[config.mk]
export PLATFORM = sky130hd
export DESIGN_NAME = qbio_port
export DESIGN_NICKNAME = d
export VERILOG_FILES = /design/src/rtl/qbio_pkg.sv /design/src/rtl/qbio_latch.sv /design/src/rtl/qbio_sync.sv /design/src/rtl/qbio_drive.sv /design/src/rtl/qbio_port.sv
export SDC_FILE = /design/constraint.sdc
export NUM_CORES = 1
export LEC_CHECK = 0
export ABC_AREA = 1
export BUFFER_PORTS_ARGS = -buffer_cell sky130_fd_sc_hd__buf_2
export CORE_MARGIN = 4
export CORE_UTILIZATION = 49
export DETAILED_ROUTE_END_ITERATION = 7
export PLACE_DENSITY = 0.86
export SYNTH_ARGS = -nofsm -noshare
export SYNTH_HDL_FRONTEND = slang
export SYNTH_HIERARCHICAL = 1
export SYNTH_SLANG_ARGS = --single-unit
[constraint.sdc]
create_clock -name clk -period 1.8 [get_ports clk]
set_input_delay 0.27 -clock clk [delete_from_list [all_inputs] [get_ports clk]]
set_output_delay 0.27 -clock clk [all_outputs]
set_load 0.1 [all_outputs]
[src/rtl/qbio_pkg.sv]
package qbio_pkg;
  typedef enum logic [1:0] {
    BITOP_SET  = 2'd0,
    BITOP_CLR  = 2'd1,
    BITOP_TGL  = 2'd2,
    BITOP_KEEP = 2'd3
  } bitop_e;
endpackage

[src/rtl/qbio_latch.sv]
module qbio_latch
  import qbio_pkg::*;
#(
  parameter int W = 8
) (
  input  logic         clk,
  input  logic         rst_n,
  input  logic         bus_wr,
  input  logic [W-1:0] bus_wdata,
  input  logic         rmw_en,
  input  bitop_e       rmw_op,
  input  logic [W-1:0] rmw_mask,
  output logic [W-1:0] latch_q,
  output logic [W-1:0] rise_pulse
);
  localparam logic [W-1:0] ALL_ONES = {W{1'b1}};

  // Bit operation: always takes the latch value as its operand.
  function automatic logic [W-1:0] apply_bitop(input logic [W-1:0] cur,
                                               input bitop_e op,
                                               input logic [W-1:0] mask);
    case (op)
      BITOP_SET: apply_bitop = cur | mask;
      BITOP_CLR: apply_bitop = cur & ~mask;
      BITOP_TGL: apply_bitop = cur ^ mask;
      default:   apply_bitop = cur;
    endcase
  endfunction

  // Bits that go from 0 to 1 between the old and new values.
  function automatic logic [W-1:0] rising_bits(input logic [W-1:0] old_v,
                                               input logic [W-1:0] new_v);
    rising_bits = new_v & ~old_v;
  endfunction

  logic         load_ev;
  logic [W-1:0] next_latch;

  assign load_ev = bus_wr | rmw_en;

  always_comb begin
    if (bus_wr)      next_latch = bus_wdata;
    else if (rmw_en) next_latch = apply_bitop(latch_q, rmw_op, rmw_mask);
    else             next_latch = latch_q;
  end

  always_ff @(posedge clk or negedge rst_n) begin
    if (!rst_n) begin
      latch_q    <= ALL_ONES;
      rise_pulse <= '0;
    end else begin
      rise_pulse <= load_ev ? rising_bits(latch_q, next_latch) : '0;
      if (load_ev) latch_q <= next_latch;
    end
  end
endmodule

[src/rtl/qbio_sync.sv]
module qbio_sync #(
  parameter int W      = 8,
  parameter int STAGES = 2
) (
  input  logic         clk,
  input  logic         rst_n,
  input  logic [W-1:0] d_async,
  output logic [W-1:0] q_sync
);
  generate
    for (genvar b = 0; b < W; b++) begin : g_bit
      logic [STAGES-1:0] chain;
      always_ff @(posedge clk or negedge rst_n) begin
        if (!rst_n) chain <= '1;
        else        chain <= {chain[STAGES-2:0], d_async[b]};
      end
      assign q_sync[b] = chain[STAGES-1];
    end
  endgenerate
endmodule

[src/rtl/qbio_drive.sv]
module qbio_drive #(
  parameter int W = 8
) (
  input  logic [W-1:0] latch_q,
  input  logic [W-1:0] rise_pulse,
  output logic [W-1:0] pull_dn,
  output logic [W-1:0] weak_up,
  output logic [W-1:0] strong_up
);
  // Latch 0: strong low. Latch 1: weak high only.
  assign pull_dn   = ~latch_q;
  assign weak_up   = latch_q;
  assign strong_up = rise_pulse & latch_q;
endmodule

[src/rtl/qbio_port.sv]
module qbio_port
  import qbio_pkg::*;
#(
  parameter int W          = 8,
  parameter int SYNC_DEPTH = 2
) (
  input  logic         clk,
  input  logic         rst_n,
  input  logic         bus_wr,
  input  logic [W-1:0] bus_wdata,
  input  logic         rmw_en,
  input  logic [1:0]   rmw_op,
  input  logic [W-1:0] rmw_mask,
  input  logic [W-1:0] pad_in,
  output logic [W-1:0] pin_rd,
  output logic [W-1:0] latch_rd,
  output logic [W-1:0] pad_pull_dn,
  output logic [W-1:0] pad_weak_up,
  output logic [W-1:0] pad_strong_up
);
  logic [W-1:0] latch_q;
  logic [W-1:0] rise_pulse;
  bitop_e       op_sel;

  assign op_sel = bitop_e'(rmw_op);

  qbio_latch #(.W(W)) latch_i (
    .clk(clk), .rst_n(rst_n), .bus_wr(bus_wr), .bus_wdata(bus_wdata),
    .rmw_en(rmw_en), .rmw_op(op_sel), .rmw_mask(rmw_mask),
    .latch_q(latch_q), .rise_pulse(rise_pulse)
  );

  qbio_sync #(.W(W), .STAGES(SYNC_DEPTH)) sync_i (
    .clk(clk), .rst_n(rst_n), .d_async(pad_in), .q_sync(pin_rd)
  );

  qbio_drive #(.W(W)) drive_i (
    .latch_q(latch_q), .rise_pulse(rise_pulse),
    .pull_dn(pad_pull_dn), .weak_up(pad_weak_up), .strong_up(pad_strong_up)
  );

  assign latch_rd = latch_q;
endmodule

After elaboration in Yosys (flattened, before gate mapping)
Index checks and enable logic that the tools add are counted.
- output and inout port bits: 40
- input port bits: 30
- bits in registers: 32
- equal/unequal tests: 2
- bitwise operators: 8
- reductions and logical operators: 1
- mux-type cells: 4
- operators by type and width (operator ; count):
    $and A8 B8 Y8 ; 3
    $mux W8 ; 3
    $pmux W8 S3 ; 1
    $not A8 Y8 ; 2
    $or A8 B8 Y8 ; 1
    $xor A8 B8 Y8 ; 1
    $eq A2 B1 Y1 const B ; 1
    $eq A2 B2 Y1 const B ; 1
    $logic_not A2 Y1 ; 1
    $or A1 B1 Y1 ; 1

Depth between registers and ports, before layout
- word-level depth: 7
- gate-level depth with buffers: 9
- mapped depth without buffers: 9

Cells and area by module
The synthesis kept the hierarchy.
- modules (own cells, without submodules) (module ; area an instance (µm²) ; cells an instance ; times used ; seq. area each (µm²)):
    qbio_latch ; 1219.9 ; 163 ; 1 ; 410.4
    qbio_sync ; 480.5 ; 24 ; 1 ; 420.4
    qbio_drive ; 150.1 ; 32 ; 1 ; 0.0

Worst setup path before layout
No wires, ideal clock.
- kind: reg2out
- from: reg latch_i.latch_q[0]
- to: out pad_strong_up[0]
- data arrival time: 1.601 ns
- path slack: -0.071 ns
- data required time: 1.530 ns
- cell stages (with the launch flop): 3
- cells stage by stage: dfstp_2 -> nand2_1 -> inv_1
- word-level cells in the longest chain between the ends: 1
- RTL lines (element ; RTL line ; text):
    from (decl) ; qbio_latch.sv:13 ; output logic [W-1:0] latch_q,
    from (signal assigned) ; qbio_latch.sv:53 ; if (load_ev) latch_q <= next_latch;
    $and A8 B8 Y8 ; qbio_drive.sv:13 ; assign strong_up = rise_pulse & latch_q;
    to (decl) ; qbio_port.sv:19 ; output logic [W-1:0] pad_strong_up
No other way between the ends.

Final worst setup path
- from: reg latch_i.latch_q[1]
- to: out pad_strong_up[1]
Same word-level chain as after synthesis.

==> summary.txt <==
Run status
  – Result of the run: completed

Layout
  – ANT cells: 0
  – Final Cell Area: 2270 µm²
  – Filler-free cell count of the finished design: 325
  – Signed area change from the synthesized netlist to the final layout: 22.5%
  – Final Net Count: 322
  – Fraction of final layout cells with drive strength greater than 1: 0.448

Detailed routing
  – Vias after detailed routing: 1562
  – First-pass DRT Iterations: 4
  – Routed length per instance: between 10 and 15 µm
  – First DRT Iteration DRCs: 74
  – Via count normalized by instance count: just under 5
  – Antenna-violating nets left: 0
  – Final WL: 3910 µm
  – DRC violations left: 0

Critical path
  – Startpoint Class: flip-flop
  – Critical path arrival: between 1000 and 1500 ps
  – Library cell contributing the largest single delay on the critical path: sky130_fd_sc_hd__dfstp_2
  – CP max stage delay: around 600 ps
  – Sort of element at the end of the critical path: output pin
  – Worst setup path class: flip-flop to output pin
  – List of cells traversed by the critical path: nand2_1, clkinvlp_4, buf_2
  – Highest fanout seen on the critical path: 8
  – Critical path data required time: between 1500 and 2000 ps

Clock network
  – Post-CTS setup buffer count: 0
  – CTS Buf Count: 5
  – Insertion delay of the later-clocked pin in the worst-skew pair: 290 ps
  – Number of sinks driven by the clock tree: 32
  – Cells resized by post-CTS repair: 0
  – CTS clock-pin slew for the worst setup and hold paths: roughly 70 ps
  – Clk Tree Root Cell: sky130_fd_sc_hd__clkbuf_8
  – TritonCTS clock tree: yes
  – Number of levels the H-tree was split into: 2
  – Count of hold buffers inserted by post-cts repair: 0
  – CTS max path bufs: 2

Min path
  – Hold Path Class: input pin to async pin

Timing
  – Smallest setup slack after layout: roughly 45 ps
  – Clock Skews: roughly 4.8 ps
  – RSZ-0062 raised after global routing: false
  – Max-slew violation total from the final report: 0
  – Final Setup Violations: 0
  – Slew at the pin closest to its max-slew limit: 657 ps
  – Final total negative setup slack: 0 ps
  – Time the final worst path needs with I/O delays and setup: 1750 ps
  – Normalized max-slew margin: 0.562
  – Portion of the clock cycle consumed by the worst path in the final layout: 0.975
  – Hold Violations, Final: 0
  – Highest attainable clock frequency: between 500 and 600 MHz

Die
  – Initial standard-cell utilization of the core: 0.505
  – Die extent in x: between 60 and 70 µm
  – Standard-cell row count: 22
  – Die Y-Extent: around 70 µm
  – Core Box Area: approximately 3700 µm²
  – Count of boundary I/O pins: 70
  – Die outline area: just under 5000 µm²

Global route
  – Pin count of the biggest net entering global routing: 33
  – Global-route wire length before repair: roughly 6700 µm
  – GRT Residual Overflow: 0
  – Vias in the first global route: 1500
  – Initial antenna violation count: 0
  – Global routing usage summed across all routing layers: 0.175

Placed design
  – Cells after DPL: around 320
  – Cell area reported after detailed placement: roughly 2100 µm²
  – Routability congestion estimate: between 0.7 and 0.8
  – Post-Place Worst Slack: around 340 ps
  – Placed wire-length estimate: 2880 µm
  – Quantity of I/O buffers inserted on ports: 69

Synthesis
  – Largest area contributor in the synthesized netlist: sky130_fd_sc_hd__dfstp_2
  – Sequential fraction of the synthesis area: 0.449
  – Mapped Cells: 219
  – Number of storage elements in the synthesis netlist: 32
  – Syn Area/Cell: 8.45 µm²
  – Area share of the largest cell type after synthesis: 0.341
  – Number of warnings printed during yosys synthesis: 6
  – Distinct cell type count after synthesis: 16
  – Number of nets in the synthesized netlist: 265
  – Cell area after technology mapping: 1850 µm²
  – Synth area leaders: sky130_fd_sc_hd__dfstp_2 (34%), sky130_fd_sc_hd__dfrtp_1 (11%), sky130_fd_sc_hd__ha_1 (11%)

Power
  – Max VDD drop: slightly below 0.0006 V
  – Tot Pwr: around 2500 µW
  – Leak Pwr: around 0.0012 µW
  – Power per cell area: roughly 1100 nW/µm²

Flow run
  – Number of max-capacitance violations reported: 0
-- registers in the layout, indices dropped and copies added, names as in the netlist --
name / count
latch_i/latch_q: 8
latch_i/rise_pulse: 8
sync_i/g_bit.chain: 16
-- worst max-delay path: cells and delay by family, from the launching register on --
family,cells,cell delay [ps]
flops,1,600
buf+inv,2,480
simple gates,1,100
-- path summary, 6_finish.rpt --
path,start,to,slack [ps],cells past startpoint
setup / recovery,latch_i/latch_q[1],pad_strong_up[1],50,3
hold / removal,rst_n,latch_i/rise_pulse[7],9,1
setup reg to reg,latch_i/latch_q[4],latch_i/rise_pulse[4],330,8
hold reg to reg,sync_i/g_bit[3].chain[0],sync_i/g_bit[3].chain[1],360,0
max in group asynchronous,rst_n,latch_i/rise_pulse[2],1360,1
min in group clk,pad_in[4],sync_i/g_bit[4].chain[0],80,1
-- metal layers --
metal	routed length, µm	GRT usage	share of wire
met5	0	0	0
met2	2030	0.314	0.52
met3	323	0.0478	0.083
met1	1490	0.194	0.38
met4	61	0.0694	0.016
-- cell usage after synthesis --
master / instances
sky130_fd_sc_hd__inv_1: 41
sky130_fd_sc_hd__nand2_1: 40
sky130_fd_sc_hd__dfstp_2: 24
sky130_fd_sc_hd__nand3_1: 24
sky130_fd_sc_hd__a21oi_1: 16
sky130_fd_sc_hd__buf_4: 16
sky130_fd_sc_hd__ha_1: 16
sky130_fd_sc_hd__nor2_1: 16
sky130_fd_sc_hd__nor2_2: 10
sky130_fd_sc_hd__dfrtp_1: 8
sky130_fd_sc_hd__buf_6: 2
sky130_fd_sc_hd__inv_2: 2
sky130_fd_sc_hd__buf_2: 1
sky130_fd_sc_hd__inv_4: 1
sky130_fd_sc_hd__nand2_4: 1
sky130_fd_sc_hd__nand2_8: 1
-- kinds of logic after synthesis --
group                      after synthesis  share of synthesized area
AOI/OAI and AO/OA                       16                     0.0433
adders and majority gates               16                      0.108
buffers and inverters                   63                      0.170
DFF                                     32                      0.449
and+or+nand+nor                         92                      0.229
-- where the power goes --
part | internal (µW) | leakage, µW | switching [µW]
logic | 163 | 0.000790 | 801
registers | 804 | 0.000358 | 49.6
clock network | 409 | 0.0000541 | 279
total | 1380 | 0.00120 | 1130
-- area by class of cell --
cell class / instances / area [µm²]
Multi-Input combinational cell: 124 / 704
Timing Repair Buffer: 69 / 363
Tap cell: 48 / 60.1
Sequential cell: 32 / 831
Inverter: 44 / 198
Clock buffer: 5 / 68.8
Clock inverter: 3 / 42.5
Fill cell: 322 / 1390
-- cells in the final DEF (no fill, tap or decap) --
cell	synthesis	routed
sky130_fd_sc_hd__nor2_2	10	10
sky130_fd_sc_hd__clkbuf_8	0	5
sky130_fd_sc_hd__inv_2	2	2
sky130_fd_sc_hd__bufinv_16	0	1
sky130_fd_sc_hd__nand2_1	40	40
sky130_fd_sc_hd__dfstp_2	24	24
sky130_fd_sc_hd__nand3_1	24	24
sky130_fd_sc_hd__nor2_1	16	16
sky130_fd_sc_hd__inv_1	41	33
sky130_fd_sc_hd__clkbuf_4	0	7
sky130_fd_sc_hd__nand2_8	1	1
sky130_fd_sc_hd__clkinvlp_4	0	9
sky130_fd_sc_hd__ha_1	16	16
sky130_fd_sc_hd__buf_2	1	62
sky130_fd_sc_hd__a21oi_1	16	16
sky130_fd_sc_hd__dfrtp_1	8	8
sky130_fd_sc_hd__nand2_4	1	1
sky130_fd_sc_hd__inv_4	1	1
sky130_fd_sc_hd__clkinv_2	0	1
-- through the flow --
step	hold slack [ps]	utilization
3_3_place_gp	336	0.584
3_5_place_dp	339	0.584
4_1_cts	18.2	0.614
5_1_grt	58.8	0.619
2_1_floorplan	-25.6	-
6_report	8.57	0.619
Note: power is estimated with default switching activity, not from simulation.
